## config.mk

```make
export PLATFORM = sky130hd
export DESIGN_NAME = seq_watchdog
export DESIGN_NICKNAME = d
export VERILOG_FILES = /design/src/rtl/wdog_pkg.sv /design/src/rtl/wdog_keyseq.sv /design/src/rtl/wdog_ctrl.sv /design/src/rtl/wdog_dp.sv /design/src/rtl/seq_watchdog.sv
export SDC_FILE = /design/constraint.sdc
export NUM_CORES = 1
export LEC_CHECK = 0
export BUFFER_PORTS_ARGS = -buffer_cell sky130_fd_sc_hd__buf_2
export CELL_PAD_IN_SITES_DETAIL_PLACEMENT = 0
export CELL_PAD_IN_SITES_GLOBAL_PLACEMENT = 2
export CORE_UTILIZATION = 31
export CTS_CLUSTER_SIZE = 16
export DETAILED_ROUTE_END_ITERATION = 7
export PLACE_DENSITY = 0.78
export SLEW_MARGIN = 20
export SYNTH_ARGS = -nofsm -noshare
export SYNTH_HDL_FRONTEND = slang
export SYNTH_SLANG_ARGS = --single-unit
```

## constraint.sdc

```tcl
create_clock -name clk -period 2.53 [get_ports clk]
set_input_delay 0.506 -clock clk [delete_from_list [all_inputs] [get_ports clk]]
set_output_delay 0.506 -clock clk [all_outputs]
set_load 0.01 [all_outputs]
```

## src/rtl/wdog_pkg.sv

```systemverilog
package wdog_pkg;
  localparam int REG_W      = 32;
  localparam int VAL_W      = 24;
  localparam int PRE_W      = 8;
  localparam int KEY_W      = 2;
  localparam int EN_KEY_LSB = 24;
  localparam int SV_KEY_LSB = 26;
  localparam int STATUS_BIT = 31;
  localparam logic [KEY_W-1:0] KEY_FIRST  = 2'b01;
  localparam logic [KEY_W-1:0] KEY_SECOND = 2'b10;

  typedef struct packed {
    logic load;   // restart countdown from written value
    logic stop;   // timer leaving the running state
  } wdogStrobe_t;
endpackage

```

## src/rtl/wdog_keyseq.sv

```systemverilog
module wdog_keyseq
  import wdog_pkg::*;
(
  input  logic             clk,
  input  logic             rstN,
  input  logic             wrEn,
  input  logic [KEY_W-1:0] keyIn,
  output logic             done
);
  logic armed;

  assign done = wrEn && armed && (keyIn == KEY_SECOND);

  always_ff @(posedge clk) begin
    if (!rstN) armed <= 1'b0;
    else if (wrEn) armed <= (keyIn == KEY_FIRST);
  end

  AST_ARM_ONLY_BY_FIRST: assert property (@(posedge clk) disable iff (!rstN)
    wrEn && (keyIn != KEY_FIRST) |=> !armed);
endmodule

```

## src/rtl/wdog_ctrl.sv

```systemverilog
module wdog_ctrl
  import wdog_pkg::*;
(
  input  logic             clk,
  input  logic             rstN,
  input  logic             wrEn,
  input  logic [KEY_W-1:0] enKey,
  input  logic [KEY_W-1:0] svKey,
  output logic             enabled,
  output wdogStrobe_t      strobe
);
  logic [1:0]       keyDone;
  logic [1:0][KEY_W-1:0] keyVal;

  assign keyVal[0] = enKey;
  assign keyVal[1] = svKey;

  for (genvar g = 0; g < 2; g++) begin : g_key
    wdog_keyseq u_key (
      .clk  (clk),
      .rstN (rstN),
      .wrEn (wrEn),
      .keyIn(keyVal[g]),
      .done (keyDone[g])
    );
  end

  always_ff @(posedge clk) begin
    if (!rstN) enabled <= 1'b0;
    else if (keyDone[0]) enabled <= !enabled;
  end

  always_comb begin
    strobe.load = keyDone[1] || (keyDone[0] && !enabled);
    strobe.stop = keyDone[0] && enabled;
  end

  AST_TOGGLE_KEYED: assert property (@(posedge clk) disable iff (!rstN)
    !$stable(enabled) |-> $past(wrEn) && ($past(enKey) == KEY_SECOND));
  AST_NO_STRAY_TOGGLE: assert property (@(posedge clk) disable iff (!rstN)
    !(wrEn && enKey == KEY_SECOND) |=> $stable(enabled));
endmodule

```

## src/rtl/wdog_dp.sv

```systemverilog
module wdog_dp
  import wdog_pkg::*;
(
  input  logic             clk,
  input  logic             rstN,
  input  logic             wrEn,
  input  logic [VAL_W-1:0] wrValue,
  input  logic             enabled,
  input  wdogStrobe_t      strobe,
  output logic [VAL_W-1:0] reloadVal,
  output logic             timeoutPulse,
  output logic             expired
);
  logic [PRE_W-1:0] pre;
  logic [VAL_W-1:0] count;
  logic             wrap;

  assign wrap = &pre;

  always_ff @(posedge clk) begin
    if (!rstN) reloadVal <= '0;
    else if (wrEn) reloadVal <= wrValue;
  end

  always_ff @(posedge clk) begin
    if (!rstN) begin
      pre          <= '0;
      count        <= '0;
      timeoutPulse <= 1'b0;
      expired      <= 1'b0;
    end else begin
      timeoutPulse <= 1'b0;
      if (strobe.load) begin
        pre     <= '0;
        count   <= wrValue;
        expired <= 1'b0;
      end else if (strobe.stop) begin
        expired <= 1'b0;
      end else if (enabled) begin
        pre <= pre + 1'b1;
        if (wrap) begin
          if (count > 1) begin
            count <= count - 1'b1;
          end else if (!expired) begin
            count        <= '0;
            timeoutPulse <= 1'b1;
            expired      <= 1'b1;
          end
        end
      end
    end
  end

  AST_PULSE_SINGLE: assert property (@(posedge clk) disable iff (!rstN)
    timeoutPulse |=> !timeoutPulse);
  AST_PULSE_AT_ZERO: assert property (@(posedge clk) disable iff (!rstN)
    timeoutPulse |-> (count == '0) && expired);
  AST_EXPIRED_STICKY: assert property (@(posedge clk) disable iff (!rstN)
    expired && !strobe.load && !strobe.stop |=> expired);
  AST_LOAD_VALUE: assert property (@(posedge clk) disable iff (!rstN)
    strobe.load |=> (count == $past(wrValue)) && !expired);
  AST_HOLD_WHEN_OFF: assert property (@(posedge clk) disable iff (!rstN)
    !enabled && !strobe.load |=> $stable(count) && $stable(pre) && !timeoutPulse);
endmodule

```

## src/rtl/seq_watchdog.sv

```systemverilog
module seq_watchdog
  import wdog_pkg::*;
(
  input  logic        clk,
  input  logic        rstN,
  input  logic        wrEn,
  input  logic [31:0] wrData,
  output logic [31:0] rdData,
  output logic        timeoutPulse,
  output logic        expired
);
  wdogStrobe_t      strobe;
  logic             enabled;
  logic [VAL_W-1:0] reloadVal;
  logic             unusedBits;

  assign unusedBits = ^{wrData[REG_W-1:SV_KEY_LSB+KEY_W]};

  wdog_ctrl u_ctrl (
    .clk    (clk),
    .rstN   (rstN),
    .wrEn   (wrEn),
    .enKey  (wrData[EN_KEY_LSB +: KEY_W]),
    .svKey  (wrData[SV_KEY_LSB +: KEY_W]),
    .enabled(enabled),
    .strobe (strobe)
  );

  wdog_dp u_dp (
    .clk         (clk),
    .rstN        (rstN),
    .wrEn        (wrEn),
    .wrValue     (wrData[VAL_W-1:0]),
    .enabled     (enabled),
    .strobe      (strobe),
    .reloadVal   (reloadVal),
    .timeoutPulse(timeoutPulse),
    .expired     (expired)
  );

  always_comb begin
    rdData             = '0;
    rdData[VAL_W-1:0]  = reloadVal;
    rdData[STATUS_BIT] = enabled;
  end

  AST_STATUS_TRACKS: assert property (@(posedge clk) disable iff (!rstN)
    wrEn && wrData[STATUS_BIT] && !(wrData[EN_KEY_LSB +: KEY_W] == KEY_SECOND)
    |=> $stable(rdData[STATUS_BIT]));
endmodule

```

==> flow_summary_export.csv, run 1 <==
group,metric,value,unit
clocking,cts_buffers,9,
critical_path,critical_path_required,2.80,ns
route,ant_nets,0,
clocking,clk_pin_slew,0.07,ns
layout,final_util,39.5,%
synth,ys_ff_latch,61,
pwr,power_density,560,nW/µm²
flow_run,cap_violations,0,
critical_path,critical_path_class,"reg2reg",
layout,n_antenna_cell,0,
die,die_w,100,µm
die,row_count,35,
clocking,cts_tree,"yes",
synth,synthTopCellsByArea,"dfxtp_1, mux2i_1, nor2_1",
worst_hold_path,worstHoldStart,"wrData[11]",
sta,hold_slack,0.367,ns
layout,syn2layout_area_growth,22.6,%
critical_path,worstPathArrival,2.47,ns
critical_path,cp.buffers_inverters,1,
die,core,9330,µm²
die,die_h,100,µm
clocking,cts.sinks,61,
pwr,ir_drop,0.000172,V
synth,synth-seq-area-share,40.7,%
global_route,grt_max_degree,29,
critical_path,cp_top_family,"simple AND/OR/NAND/NOR gates",
sta,finalCritPeriodShare,87.0,%
synth,synthesis.instances,355,
sta,hold_viol_final,0,
route,vias_per_cell,5.01,
layout,drive_gt1_share,23.5,%
clocking,cts_resized,0,
critical_path,cp_max_fo,4,
place,gp_congestion,0.788,
worst_hold_path,hold_class,"in2reg",
global_route,grt_pass1_vias,2704,
synth,synth_cell_types,63,
route,drt_first_pass_iters,4,
global_route,grt_pass1_wl,13.4,mm
sta,max_freq,454,MHz
global_route,antenna_found_initial,0,
global_route,grtUsageTotal,16.9,%
synth,syn_avg_cell_area,8.46,µm²
clocking,cts_setup_buffers,0,
clocking,clkLatencyLatePin,0.35,ns
die,pin_count,69,
synth,synth.cell_area,3000,µm²
pwr,finalPower,0.00206,W
place,port_buffers,57,
sta,setup_violations,0,
sta,post-route-min-period,2.20,ns
layout,fin_cells,558,
critical_path,start_kind,"flip-flop",
pwr,leakagePower,1.59,nW
run_status,status,"complete, no violations",
critical_path,crit_slowest_cell,"or4_4",
route,drcViolationCount,0,
sta,rsz0062_at_grt,"no",
clocking,clockBufferDepth,2,
die,start_util,32.2,%
die,dieArea,10100,µm²
critical_path,crit_top_cell,"nand2_1",
place,dp_hpwl,5.63,mm
sta,finalMaxSlewViolations,0,
route,wirelength,7.89,mm
synth,synth_flop_cell,"dfxtp_1",
critical_path,setup.worst_path.end_class,"flip-flop",
global_route,grt_overflow_total,0,
clocking,ctsHtreeMaxLevel,3,
sta,skew,0.00739,ns
route,wl_per_cell,14.1,µm
synth,synthesis.yosys.warnings,0,
critical_path,max_stage_delay,0.56,ns
clocking,clockRootBuffer,"clkbuf_8",
sta,fin_tns_setup,0,ns
critical_path,r2r-start,"u_dp.pre[0]$_SDFFE_PP0P_",
synth,yosysTopAreaCell,"dfxtp_1",
critical_path,cp-startpoint,"u_dp.pre[0]$_SDFFE_PP0P_",
route,route.vias.total,2796,
synth,synth_edf_count,0,
synth,synth_top_cell_area_share,40.7,%
critical_path,crit_path_cell_trace,"ha_1 > nand2_1 > nor4b_1 > buf_4 > nand2_1 > or4_4 > or2_0 > a31oi_1",
layout,nets,463,
synth,synthArstFlopShare,0,%
route,drt_iter0_markers,77,
place,placed_cells,543,
clocking,cts_hold_buf,0,
[cell type report]
| cell class | instances | area [µm²] |
|---|---|---|
| Tap cell | 129 | 161 |
| Timing Repair Buffer | 81 | 465 |
| Clock inverter | 1 | 5.00 |
| Clock buffer | 14 | 173 |
| Sequential cell | 61 | 1220 |
| Multi-Input combinational cell | 267 | 1640 |
| Fill cell | 1010 | 5650 |
| Inverter | 5 | 18.8 |
[report_power, final]
part | total [W] | switching (W) | internal (W)
Combinational | 0.000253 | 0.000146 | 0.000106
Clock | 0.000802 | 0.000372 | 0.000430
Sequential | 0.00101 | 0.0000165 | 0.000989
[routing by layer]
layer  track usage (%)  routed length (µm)  vias up  part of all wire, %
li1                  -                   -     1409                    -
met1              21.8                3820     1325                   48
met2              27.8                3720       52                   47
met3              3.62                 249       10                  3.2
met4              6.24                  99        0                  1.3
met5                 0                   0        -                    0
[placed cells by master, fill, tap and decap left out, drive strengths merged, types with 4 or more instances in the layout]
master | Yosys | layout
buf | 17 | 81
dfxtp | 61 | 61
nor2 | 51 | 51
nand2 | 34 | 34
mux2i | 25 | 25
nand3 | 14 | 14
nor3 | 14 | 14
clkbuf | 11 | 14
o21ai | 13 | 13
a21oi | 12 | 12
nor4 | 8 | 8
conb | 1 | 7
xor2 | 6 | 6
nand4 | 6 | 6
a22oi | 5 | 5
or4 | 5 | 5
inv | 4 | 4
nand4b | 4 | 4
a31oi | 4 | 4
xnor2 | 4 | 4
and2 | 4 | 4
[sequential cells by signal, indices dropped and copies added (netlist names)]
name and cells:
u_dp.pre 8, u_dp.count 24, u_ctrl.g_key.u_key.armed 2, u_ctrl.enabled 1, u_dp.timeoutPulse 1, u_dp.reloadVal 24
u_dp.expired 1
[cells in the mapped netlist (3+ instances only)]
cell type and n:
nor4_1 7, clkbuf_1 11, buf_1 3, nor2_1 51
dfxtp_1 61, a21oi_1 12, nand3_1 14, inv_1 4
o21ai_0 12, buf_2 5, ha_1 3, nand2b_1 3
buf_4 8, xnor2_1 4, nand4_1 6, mux2i_1 25
and3_1 3, o41ai_1 3, and2_1 3, xor2_1 6
a22oi_1 5, nand2_1 33, nor3_1 14, or4_1 3
nand4b_1 4, a31oi_1 4, and4_1 3
[cells by family after synthesis]
kind of cell	synth area share, %
and+or+nand+nor	26.3
AOI/OAI and AO/OA	14.8
DFF	40.7
buffers and inverters	5.58
muxes	8.33
xor gates and xnor gates	2.92
adders and majority gates	1.25
other	0.125
[worst reg2reg max path, stage by stage (launching register included)]
cell and delay (ns):
dfxtp_1 0.38, ha_1 0.22, nand2_1 0.07, nor4b_1 0.26, buf_4 0.17, nand2_1 0.07, or4_4 0.56, or2_0 0.22
a31oi_1 0.17
[path summary, 6_finish.rpt]
path / end / slack [ns] / cells past startpoint
max: u_dp.count[21]$_SDFFE_PN0P_ / 0.33 / 8
min: u_dp.count[11]$_SDFFE_PN0P_ / 0.37 / 3
max reg2reg: u_dp.count[21]$_SDFFE_PN0P_ / 0.33 / 8
min reg2reg: u_ctrl.g_key[1].u_key.armed$_SDFFE_PN0P_ / 0.47 / 2
[through the flow]
step | worst slack, ns | cell area (µm²)
floorplan | 0.320 | 3030
global placement | 0.268 | 3500
detailed placement | 0.240 | 3500
CTS | 0.312 | 3680
global route | 0.123 | 3680
finish | 0.329 | 3680
No activity file was read; power rests on OpenSTA's default activity.
==> inputs of run 2 (changes only) <==
--- a/config.mk
+++ b/config.mk
@@ -12,6 +12,7 @@
 export CTS_CLUSTER_SIZE = 16
 export DETAILED_ROUTE_END_ITERATION = 7
 export PLACE_DENSITY = 0.78
+export RECOVER_POWER = 100
 export SLEW_MARGIN = 20
 export SYNTH_ARGS = -nofsm -noshare
 export SYNTH_HDL_FRONTEND = slang
==> run 2 against run 1 <==
- sequential power about the same
- highest routed layer unchanged
- global-route usage unchanged
- critical path depth is 1 lower
- die area stayed put
- clock skew about the same
- clock-buffer cell count did not move
- combinational power is 2% lower
==> flow_summary_export.csv, run 2 (synthesized netlist as in run 1, its figures left out) <==
group,metric,value,unit
clocking,clockRootBuffer,"clkbuf_8",
sta,rsz0062_at_grt,"no",
layout,final_cell_mix,"dfxtp_1, nor2_1, nand2_1",
critical_path,start_kind,"flip-flop",
pwr,leakagePower,1.48,nW
sta,slew_headroom,41.2,%
die,die_w,100,µm
critical_path,critical_path_class,"reg2reg",
sta,setup_violations,0,
route,ant_nets,0,
route,drt_iter0_markers,76,
layout,final_util,39.0,%
global_route,antenna_found_initial,0,
layout,syn2layout_area_growth,21.0,%
die,die_h,100,µm
flow_run,cap_violations,0,
layout,drive_gt1_share,16.6,%
critical_path,crit_top_cell,"nor2_1",
critical_path,setup.worst_path.end_class,"flip-flop",
route,wl_met2,3.71,mm
route,route.vias.total,2808,
clocking,clockBufferDepth,2,
layout,layout_commonest_cell,"dfxtp_1",
route,routedLengthMet1,3.81,mm
place,gp_congestion,0.788,
die,pin_count,69,
die,dieArea,10100,µm²
route,wl_met3,301,µm
worst_hold_path,hold_class,"in2reg",
layout,n_antenna_cell,0,
route,drt_first_pass_iters,5,
die,row_count,35,
pwr,power_density,565,nW/µm²
die,core,9330,µm²
critical_path,cp_max_fo,11,
place,port_buffers,57,
pwr,ir_drop,0.000172,V
global_route,grt_max_degree,29,
clocking,clkLatencyLatePin,0.34,ns
route,top_layer_used,"met4",
layout,fill_cells,1016,
critical_path,cp.buffers_inverters,1,
route,wl_per_cell,14.2,µm
layout,nets,463,
sta,fin_tns_setup,0,ns
global_route,grt_pass1_wl,13.4,mm
clocking,cts_resized,0,
clocking,clk_pin_slew,0.06,ns
run_status,status,"complete, no violations",
sta,skew,0.00728,ns
place,dp_hpwl,5.63,mm
critical_path,crit_path_cell_trace,"nor4_1 > and3_1 > and4_1 > nor2_1 > buf_4 > a222oi_1 > nor2_1",
critical_path,critical_path_required,2.76,ns
clocking,cts_tree,"yes",
critical_path,worstPathArrival,2.54,ns
critical_path,max_stage_delay,0.58,ns
route,drcViolationCount,0,
clocking,cts_buffers,9,
sta,tightest_slew,0.882,ns
critical_path,cp_top_family,"simple AND/OR/NAND/NOR gates",
sta,hold_viol_final,0,
clocking,cts_setup_buffers,0,
global_route,grtUsageTotal,16.9,%
route,wirelength,7.92,mm
layout,top_regs,"u_dp.count: 24 flops, u_dp.reloadVal: 24 flops, u_dp.pre: 8 flops",
global_route,grt_pass1_vias,2704,
sta,finalMaxSlewViolations,0,
global_route,grt_overflow_total,0,
clocking,ctsHtreeMaxLevel,3,
clocking,cts_hold_buf,0,
die,start_util,32.2,%
critical_path,crit_slowest_cell,"nor4_1",
clocking,cts.sinks,61,
sta,post-route-min-period,2.32,ns
sta,finalCritPeriodShare,91.6,%
sta,max_freq,431,MHz
route,vias_per_cell,5.03,
==> run 2: cell types whose count changed in the layout (fill, tap and decap cells not counted), sizes merged <==
cell,change
buf,-30
clkbuf,+30
==> run 2: worst register-to-register path: stages (launching register included) <==
cell and delay (ns):
dfxtp_1 0.37, nor4_1 0.58, and3_1 0.40, and4_1 0.25, nor2_1 0.04, buf_4 0.18
a222oi_1 0.30, nor2_1 0.07
==> run 2: per-layer routing <==
| layer | track usage, % | vias to the layer above |
|---|---|---|
| met3 | 3.62 | 10 |
| li1 | - | 1412 |
| met5 | 0 | - |
| met2 | 27.8 | 60 |
| met4 | 6.24 | 0 |
| met1 | 21.8 | 1326 |
==> run 2: where the power goes <==
part	switching, W	internal [W]
sequential	0.0000170	0.000989
combinational	0.000146	0.000100
clock	0.000370	0.000430
total	0.000534	0.00152
==> run 2: final cells by class <==
| class | count | area [µm²] | area share, % |
|---|---|---|---|
| sequential | 61 | 1220 | 33.6 |
| clock buffer | 14 | 173 | 4.75 |
| timing repair buffer | 81 | 424 | 11.7 |
| inverter | 5 | 18.8 | 0.517 |
| clock inverter | 1 | 5.00 | 0.138 |
| multi-input combinational | 267 | 1630 | 44.9 |
| tap | 129 | 161 | 4.44 |
==> run 2: final timing paths <==
path,start,endpoint,slack [ns],cells past startpoint
worst min register to register,u_ctrl.g_key[0].u_key.armed$_SDFFE_PN0P_,u_ctrl.g_key[0].u_key.armed$_SDFFE_PN0P_,0.47,2
worst max-delay path,u_dp.count[8]$_SDFFE_PN0P_,u_dp.count[7]$_SDFFE_PN0P_,0.21,7
worst max register to register,u_dp.count[8]$_SDFFE_PN0P_,u_dp.count[7]$_SDFFE_PN0P_,0.21,7
worst min-delay path,wrData[11],u_dp.count[11]$_SDFFE_PN0P_,0.37,3
==> run 2: per-stage QoR <==
| step | cell area, µm² | hold slack, ns | std cells | total power [W] | setup slack, ns |
|---|---|---|---|---|---|
| final | 3630 | 0.366 | 558 | 0.00205 | 0.212 |
| after global routing | 3630 | 0.388 | 558 | 0.00214 | 0.0795 |
| after CTS | 3680 | 0.370 | 558 | 0.00209 | 0.312 |
| after detailed placement | 3500 | 0.465 | 543 | 0.00128 | 0.240 |
| after global placement | 3500 | 0.455 | 543 | 0.00128 | 0.268 |
| after floorplan | 3030 | 0.442 | 361 | 0.00119 | 0.320 |
==> inputs of run 3 (changes only) <==
--- a/config.mk
+++ b/config.mk
@@ -8,11 +8,13 @@
 export BUFFER_PORTS_ARGS = -buffer_cell sky130_fd_sc_hd__buf_2
 export CELL_PAD_IN_SITES_DETAIL_PLACEMENT = 0
 export CELL_PAD_IN_SITES_GLOBAL_PLACEMENT = 2
+export CORE_ASPECT_RATIO = 0.5
 export CORE_UTILIZATION = 31
 export CTS_CLUSTER_SIZE = 16
 export DETAILED_ROUTE_END_ITERATION = 7
 export PLACE_DENSITY = 0.78
 export RECOVER_POWER = 100
+export SKIP_CTS_REPAIR_TIMING = 1
 export SLEW_MARGIN = 20
 export SYNTH_ARGS = -nofsm -noshare
 export SYNTH_HDL_FRONTEND = slang
==> constraint.sdc (replaced) <==
create_clock -name clk -period 2.34 [get_ports clk]
set_input_delay 0.468 -clock clk [delete_from_list [all_inputs] [get_ports clk]]
set_output_delay 0.468 -clock clk [all_outputs]
set_load 0.01 [all_outputs]
==> run 3 against run 2 <==
- final area rose by 5.5%
- clock-buffer cell count fell by 3
- sequential cell count did not move
- setup slack got worse by 0.040 ns
- first-iteration DRC count rose by 130%
- sequential share of layout area fell by 1.7 points
- final cell count rose by 1.4%
- sequential power rose by 8%
- clock power rose by 66%
- utilization rose by 3.5 points
- global-route usage rose by 0.61 points
- critical endpoint is now u_dp.count[21]$_SDFFE_PN0P_
- largest power group is now the clock network
- highest routed layer unchanged
==> flow_summary_export.csv, run 3 (synthesized netlist as in run 1, its figures left out) <==
group,metric,value,unit
run_status,status,"complete, no violations",
route,wirelength,8.21,mm
clocking,cts_tree,"yes",
sta,slew_headroom,37.5,%
pwr,leakagePower,1.56,nW
global_route,grtUsageTotal,17.5,%
route,drt_first_pass_iters,4,
critical_path,worstPathArrival,2.42,ns
die,pin_count,69,
layout,n_antenna_cell,0,
clocking,ctsHtreeMaxLevel,3,
global_route,grt_pass1_vias,2756,
sta,tightest_slew,0.937,ns
global_route,antenna_found_initial,0,
critical_path,critical_path_class,"reg2reg",
sta,skew,0.00758,ns
sta,setup_violations,0,
clocking,cts_buffers,9,
route,drcViolationCount,0,
die,die_h,71.6,µm
critical_path,setup.worst_path.end_class,"flip-flop",
place,dp_hpwl,5.96,mm
die,start_util,33.2,%
critical_path,start_kind,"flip-flop",
place,gp_congestion,0.824,
pwr,power_density,704,nW/µm²
pwr,ir_drop,0.000342,V
die,row_count,24,
global_route,grt_overflow_total,0,
global_route,grt_max_degree,35,
global_route,grt_pass1_wl,13.7,mm
sta,finalMaxSlewViolations,0,
layout,fill_cells,942,
layout,nets,470,
clocking,clkLatencyLatePin,0.33,ns
route,drt_iter0_markers,172,
die,die_w,141,µm
clocking,clockRootBuffer,"clkbuf_16",
layout,layout_commonest_cell,"dfxtp_1",
layout,syn2layout_area_growth,27.7,%
sta,hold_viol_final,0,
route,ant_nets,0,
critical_path,cp_max_fo,5,
route,wl_per_cell,14.5,µm
die,core,9040,µm²
route,route.vias.total,2829,
clocking,cts.sinks,61,
clocking,clk_pin_slew,0.05,ns
layout,final_cell_mix,"dfxtp_1, nor2_1, nand2_1",
place,port_buffers,57,
sta,finalCritPeriodShare,92.6,%
clocking,clockBufferDepth,2,
route,vias_per_cell,5.00,
layout,final_util,42.4,%
sta,max_freq,461,MHz
flow_run,cap_violations,0,
die,dieArea,10100,µm²
critical_path,critical_path_required,2.59,ns
sta,fin_tns_setup,0,ns
worst_hold_path,hold_class,"in2reg",
sta,post-route-min-period,2.17,ns
layout,drive_gt1_share,19.5,%
sta,rsz0062_at_grt,"no",
layout,top_regs,"u_dp.count: 24 flops, u_dp.reloadVal: 24 flops, u_dp.pre: 8 flops",
[run 3: report_power, final]
| group | leakage (nW) | total (W) | switching [W] | internal, W |
|---|---|---|---|---|
| Clock | 0.147 | 0.00133 | 0.000459 | 0.000871 |
| Sequential | 0.498 | 0.00109 | 0.0000179 | 0.00107 |
| Combinational | 0.915 | 0.000279 | 0.000163 | 0.000116 |
| Total | 1.56 | 0.00270 | 0.000640 | 0.00206 |
[run 3: through the flow]
stage | setup WS (ns) | hold WS [ns] | area, µm² | cells | total power (W)
detailed placement | 0.0136 | 0.457 | 3570 | 551 | 0.00139
global route | 0.00137 | 0.361 | 3830 | 566 | 0.00282
global placement | 0.00530 | 0.457 | 3570 | 551 | 0.00139
finish | 0.172 | 0.358 | 3830 | 566 | 0.00270
CTS | 0.0709 | 0.350 | 3870 | 566 | 0.00274
floorplan | 0.138 | 0.442 | 3030 | 361 | 0.00128
[run 3: final cells by class]
type | instances | area (µm²) | share of cell area, %
clock inverter | 4 | 47.5 | 1.24
sequential | 61 | 1220 | 31.9
inverter | 5 | 18.8 | 0.490
multi-input combinational | 267 | 1660 | 43.2
timing repair buffer | 88 | 470 | 12.3
tap | 130 | 163 | 4.24
clock buffer | 11 | 253 | 6.59
[run 3: worst max-delay path: stages (launching register included)]
cell and delay [ns]:
dfxtp_1 0.38, inv_1 0.08, ha_1 0.23, nor2_1 0.15, nand4b_1 0.21, nor2_1 0.08, or4_4 0.58, or2_0 0.22
a31oi_1 0.17
[run 3: worst paths after layout]
check                                                         startpoint  slack [ns]  cells past startpoint                                  endpoint
worst min-delay path                                          wrData[11]        0.36                      3               u_dp.count[11]$_SDFFE_PN0P_
worst min register to register  u_ctrl.g_key[0].u_key.armed$_SDFFE_PN0P_        0.47                      2  u_ctrl.g_key[0].u_key.armed$_SDFFE_PN0P_
worst max-delay path                          u_dp.count[1]$_SDFFE_PN0P_        0.17                      8               u_dp.count[21]$_SDFFE_PN0P_
worst max register to register                u_dp.count[1]$_SDFFE_PN0P_        0.17                      8               u_dp.count[21]$_SDFFE_PN0P_
[run 3: per-layer routing]
layer / global-route usage, % / vias to the layer above / part of all wire, %
met1: 22.9 / 1330 / 49
li1: - / 1428 / -
met4: 5.80 / 0 / 0.41
met5: 0 / - / 0
met3: 5.08 / 2 / 4.7
met2: 28.0 / 69 / 46
